$ cat src/rtl/dfz_pkg.sv
package dfz_pkg;
   localparam int DFZ_MAX_CH    = 16;
   localparam int DFZ_MAX_STAGE = 4;
   typedef enum logic {SIDE_SRC = 1'b0, SIDE_DST = 1'b1} dfz_side_e;
endpackage

$ cat src/rtl/dfz_state.sv
module dfz_state
   import dfz_pkg::*;
#(
   parameter int          NUM_CH     = 16,
   parameter int          ADDR_W     = 12,
   parameter logic [11:0] FRZ_OFFSET = 12'h214
) (
   input  logic                  clk,
   input  logic                  rst_n,
   input  logic                  wr_en,
   input  logic [ADDR_W-1:0]     wr_addr,
   input  logic [2*NUM_CH-1:0]   wr_data,
   input  logic [NUM_CH-1:0]     act_pulse,
   output logic [2*NUM_CH-1:0]   frz
);
   logic wr_hit;
   assign wr_hit = wr_en && (wr_addr == FRZ_OFFSET[ADDR_W-1:0]);

   for (genvar ch = 0; ch < NUM_CH; ch++) begin : g_ch
      for (genvar sd = 0; sd < 2; sd++) begin : g_side
         localparam int BIT = 2*ch + sd;
         always_ff @(posedge clk) begin
            if (!rst_n)
               frz[BIT] <= 1'b0;
            else if (act_pulse[ch])
               frz[BIT] <= 1'b0;
            else if (wr_hit && wr_data[BIT])
               frz[BIT] <= ~frz[BIT];
         end
      end
   end
endmodule

$ cat src/rtl/dfz_issue_pipe.sv
module dfz_issue_pipe
   import dfz_pkg::*;
#(
   parameter int W      = 16,
   parameter int STAGES = 2
) (
   input  logic         clk,
   input  logic         rst_n,
   input  logic [W-1:0] req,
   input  logic [W-1:0] hold,
   output logic [W-1:0] grant
);
   if (STAGES == 1) begin : g_single
      always_ff @(posedge clk) begin
         if (!rst_n) grant <= '0;
         else        grant <= req & ~hold;
      end
   end else begin : g_multi
      logic [W-1:0] stg [STAGES];
      always_ff @(posedge clk) begin
         if (!rst_n) begin
            for (int i = 0; i < STAGES; i++) stg[i] <= '0;
         end else begin
            stg[0] <= req & ~hold;
            for (int i = 1; i < STAGES; i++) stg[i] <= stg[i-1];
         end
      end
      assign grant = stg[STAGES-1];
   end
endmodule

$ cat src/rtl/dfz_pending.sv
module dfz_pending #(
   parameter int W = 16
) (
   input  logic         clk,
   input  logic         rst_n,
   input  logic [W-1:0] dreq,
   input  logic [W-1:0] consume,
   output logic [W-1:0] pend
);
   always_ff @(posedge clk) begin
      if (!rst_n) pend <= '0;
      else        pend <= dreq | (pend & ~consume);
   end
endmodule

$ cat src/rtl/dma_freeze_ctrl.sv
module dma_freeze_ctrl
   import dfz_pkg::*;
#(
   parameter int          NUM_CH     = 16,
   parameter int          ADDR_W     = 12,
   parameter logic [11:0] FRZ_OFFSET = 12'h214,
   parameter int          STAGES     = 2
) (
   input  logic                clk,
   input  logic                rst_n,
   input  logic                wr_en,
   input  logic [ADDR_W-1:0]   wr_addr,
   input  logic [2*NUM_CH-1:0] wr_data,
   input  logic [NUM_CH-1:0]   act_pulse,
   input  logic [NUM_CH-1:0]   dreq,
   input  logic [NUM_CH-1:0]   src_req,
   input  logic [NUM_CH-1:0]   dst_req,
   output logic [NUM_CH-1:0]   src_grant,
   output logic [NUM_CH-1:0]   dst_grant,
   output logic [NUM_CH-1:0]   pend,
   output logic [2*NUM_CH-1:0] dbg_freeze
);
   if (NUM_CH < 1 || NUM_CH > DFZ_MAX_CH) begin : g_bad_ch
      $error("dma_freeze_ctrl: NUM_CH out of range");
   end
   if (STAGES < 1 || STAGES > DFZ_MAX_STAGE) begin : g_bad_stg
      $error("dma_freeze_ctrl: STAGES out of range");
   end
   if (ADDR_W < 10 || ADDR_W > 12) begin : g_bad_addr
      $error("dma_freeze_ctrl: ADDR_W cannot hold the offset");
   end

   logic [2*NUM_CH-1:0] frz;
   logic [NUM_CH-1:0]   hold_src, hold_dst;

   for (genvar ch = 0; ch < NUM_CH; ch++) begin : g_split
      assign hold_src[ch] = frz[2*ch + int'(SIDE_SRC)];
      assign hold_dst[ch] = frz[2*ch + int'(SIDE_DST)];
   end

   dfz_state #(.NUM_CH(NUM_CH), .ADDR_W(ADDR_W), .FRZ_OFFSET(FRZ_OFFSET)) i_state (
      .clk(clk), .rst_n(rst_n), .wr_en(wr_en), .wr_addr(wr_addr),
      .wr_data(wr_data), .act_pulse(act_pulse), .frz(frz));

   dfz_issue_pipe #(.W(NUM_CH), .STAGES(STAGES)) i_src_pipe (
      .clk(clk), .rst_n(rst_n), .req(src_req), .hold(hold_src), .grant(src_grant));

   dfz_issue_pipe #(.W(NUM_CH), .STAGES(STAGES)) i_dst_pipe (
      .clk(clk), .rst_n(rst_n), .req(dst_req), .hold(hold_dst), .grant(dst_grant));

   dfz_pending #(.W(NUM_CH)) i_pend (
      .clk(clk), .rst_n(rst_n), .dreq(dreq), .consume(src_grant), .pend(pend));

   assign dbg_freeze = frz;
endmodule

$ cat config.mk
export PLATFORM = sky130hd
export DESIGN_NAME = dma_freeze_ctrl
export DESIGN_NICKNAME = d
export VERILOG_FILES = /design/src/rtl/dfz_pkg.sv /design/src/rtl/dfz_state.sv /design/src/rtl/dfz_issue_pipe.sv /design/src/rtl/dfz_pending.sv /design/src/rtl/dma_freeze_ctrl.sv
export SDC_FILE = /design/constraint.sdc
export NUM_CORES = 1
export LEC_CHECK = 0
export BUFFER_PORTS_ARGS = -buffer_cell sky130_fd_sc_hd__buf_2
export CAP_MARGIN = 20
export CORE_MARGIN = 1.5
export CORE_UTILIZATION = 53
export DETAILED_ROUTE_END_ITERATION = 10
export PLACE_DENSITY = 0.86
export SLEW_MARGIN = 20
export SYNTH_ARGS = -nofsm -noshare
export SYNTH_HDL_FRONTEND = slang
export SYNTH_HIERARCHICAL = 1
export SYNTH_SLANG_ARGS = --single-unit
export TNS_END_PERCENT = 1
$ cat constraint.sdc
create_clock -name clk -period 2.05 [get_ports clk]
set_input_delay 0.1025 -clock clk [delete_from_list [all_inputs] [get_ports clk]]
set_output_delay 0.1025 -clock clk [all_outputs]
set_load 0.03 [all_outputs]
==> results.sh <==
export IMPL_status="completed"
export IMPL_p_sw_uw=1060
export IMPL_crit_family="simple AND/OR/NAND/NOR gates"
export IMPL_ys_seq_area_frac=0.455
export IMPL_max_slew_margin=0.312
export IMPL_hpwl_um=7480
export IMPL_yosysWarningCount=6
export IMPL_path_cells="buf_2 -> or4b_2 -> buf_4 -> nor4_2 -> mux2i_1"
export IMPL_grt_overflow=0
export IMPL_clock_latency_ps=350
export IMPL_die_area_sq_um=9890
export IMPL_place_gp_congestion=0.833
export IMPL_grt_use_total=0.222
export IMPL_ys_seq_elements=112
export IMPL_drt_total_wl_um=11200
export IMPL_final_cell_area_sq_um=6260
export IMPL_syn_avg_cell_area_sq_um=11.0
export IMPL_layout_common_cells="buf_2, dfxtp_1, dlygate4sd3_1"
export IMPL_slowest_stage="or4b_2"
export IMPL_fp_dieH_um=99.5
export IMPL_fmax_ghz=0.703
export IMPL_fillers=712
export IMPL_power_uw=4080
export IMPL_numCtsBuffers=9
export IMPL_tns_ps=0
export IMPL_grt_antenna_before_repair=2
export IMPL_finalCritPeriodShare=0.694
export IMPL_cts_setup_buffers=0
export IMPL_viasPerCell=5.04
export IMPL_cp_slowest_stage_delay_ps=680
export IMPL_drt_iter0_drc=104
export IMPL_switching_share=0.260
export IMPL_vias=3779
export IMPL_required_ps=2340
export IMPL_tightest_slew_ps=1030
export IMPL_power_frac_comb=0.135
export IMPL_grt_first_pass_wirelength_um=17500
export IMPL_skew_ps=11.0
export IMPL_worst_path_buf_inv=2
export IMPL_final_hold_violation_count=0
export IMPL_ant_nets=0
export IMPL_wl_per_cell_um=15.0
export IMPL_ctsHtreeMaxLevel=3
export IMPL_final_common_cell="buf_2"
export IMPL_grt_pass1_vias=3719
export IMPL_rsz0062_at_grt="false"
export IMPL_hold_class="in -> reg"
export IMPL_clk_pin_slew_ps=110
export IMPL_syn_to_final_growth_pct=26.9
export IMPL_firstDrtPassIters=4
export IMPL_io_buffer_count=190
export IMPL_synth_cell_types=22
export IMPL_regArea_sq_um=2240
export IMPL_nNetsFinal=743
export IMPL_synthCells=449
export IMPL_grt_max_degree=97
export IMPL_p_int_uw=3020
export IMPL_root_buffer="clkbuf_8"
export IMPL_seqPwrFrac=0.559
export IMPL_arrival_ps=1710
export IMPL_layout_cells_non_filler=750
export IMPL_whs_ps=25.2
export IMPL_row_count=35
export IMPL_syn_area_sq_um=4930
export IMPL_placed_cells=692
export IMPL_clock_power_share=0.306
export IMPL_clock_path_buffers=2
export IMPL_fin_crit_ps=1420
export IMPL_power_leakage_uw=0.00274
export IMPL_crit_path_start_kind="primary input"
export IMPL_placed_area_sq_um=5660
export IMPL_path_class="in -> reg"
export IMPL_slew_violations=0
export IMPL_crit_path_max_fanout=19
export IMPL_p_per_area_nw_per_um2=652
export IMPL_syn_nets=560
export IMPL_clkSinkCount=112
export IMPL_setup_violations_final=0
export IMPL_drive_gt1_frac=0.418
export IMPL_multiInputGateArea_sq_um=2290
export IMPL_die_w_um=99.5
export IMPL_core_area_sq_um=9110
export IMPL_endpoint_kind="register"
export IMPL_cap_violations=0
export IMPL_drc_errors=0
export IMPL_pin_count=191
export IMPL_cts_tree="yes"
export IMPL_start_util=0.541
export IMPL_irDropWorstVdd_uv=420
-- synthesized netlist by cell type --
| cell | number | area (sq um) |
|---|---|---|
| dfxtp_1 | 112 | 2240 |
| and2_1 | 32 | 200 |
| buf_4 | 32 | 240 |
| mux2i_1 | 32 | 320 |
| nand2_1 | 32 | 120 |
| nand2b_1 | 32 | 200 |
| nor2b_1 | 32 | 200 |
| or4bb_1 | 32 | 360 |
| nor4_2 | 27 | 338 |
| and3b_2 | 24 | 240 |
| o21a_1 | 16 | 120 |
| clkbuf_1 | 12 | 45.0 |
| and3b_1 | 8 | 70.1 |
| buf_2 | 7 | 35.0 |
| clkbuf_2 | 6 | 30.0 |
| buf_6 | 4 | 45.0 |
| nor4_4 | 3 | 63.8 |
| nor4_1 | 2 | 12.5 |
| buf_12 | 1 | 20.0 |
| nand4bb_1 | 1 | 11.3 |
| or2_2 | 1 | 6.26 |
| or4b_1 | 1 | 10.0 |
-- routing by layer --
metal,GRT usage,part of all wire,up-vias
met2,0.385,0.50,137
li1,-,-,1880
met1,0.273,0.43,1744
met4,0.0964,0.024,0
met3,0.0379,0.050,18
met5,0,0,-
-- power by group through the flow --
stage | combinational (uW) | sequential (uW) | clock, uW
5_1_grt | 591 | 2290 | 1380
2_1_floorplan | 299 | 2370 | 0
3_5_place_dp | 486 | 2330 | 0
6_report | 549 | 2280 | 1250
3_3_place_gp | 473 | 2330 | 0
4_1_cts | 546 | 2280 | 1290
-- cell families after synthesis --
group | Yosys count | synth area share
muxes | 32 | 0.0650
AOI/OAI and AO/OA | 16 | 0.0244
and+or+nand+nor | 227 | 0.372
buffers and inverters | 62 | 0.0842
DFF | 112 | 0.455
-- flip-flops by register name, indices dropped and copies added, names as in the netlist --
name                    count
i_state/frz                32
i_src_pipe/g_multi.stg     32
i_pend/pend                16
i_dst_pipe/g_multi.stg     32
-- metrics by stage --
stage / worst slack [ps] / util
after floorplan: 617 / -
final: 627 / 0.687
after global routing: 535 / 0.687
after global placement: 329 / 0.622
after detailed placement: 259 / 0.622
after CTS: 644 / 0.687
-- worst paths after layout --
kind                                 startpoint                            end  slack [ps]  depth (start not counted)
setup reg to reg                 i_state/frz[4]   i_src_pipe/g_multi.stg[0][2]        1280                          1
hold / removal                       src_req[2]   i_src_pipe/g_multi.stg[0][2]          30                          2
setup / recovery                     wr_addr[1]                i_state/frz[23]         630                          5
hold reg to reg   i_dst_pipe/g_multi.stg[0][12]  i_dst_pipe/g_multi.stg[0][28]         440                          1
-- layout make-up --
cell class,count,share of cell area
Clock buffer,11,0.0226
Multi-Input combinational cell,275,0.366
Clock inverter,5,0.00760
Sequential cell,112,0.358
Antenna cell,2,0.000800
Tap cell,111,0.0222
Timing Repair Buffer,234,0.223
-- repair_timing --
action,4_1_cts,5_1_grt
hold buffers,40,0
gates resized for setup,0,0
endpoints found under the hold margin,40,0
(Power assumes the default switching activity.)
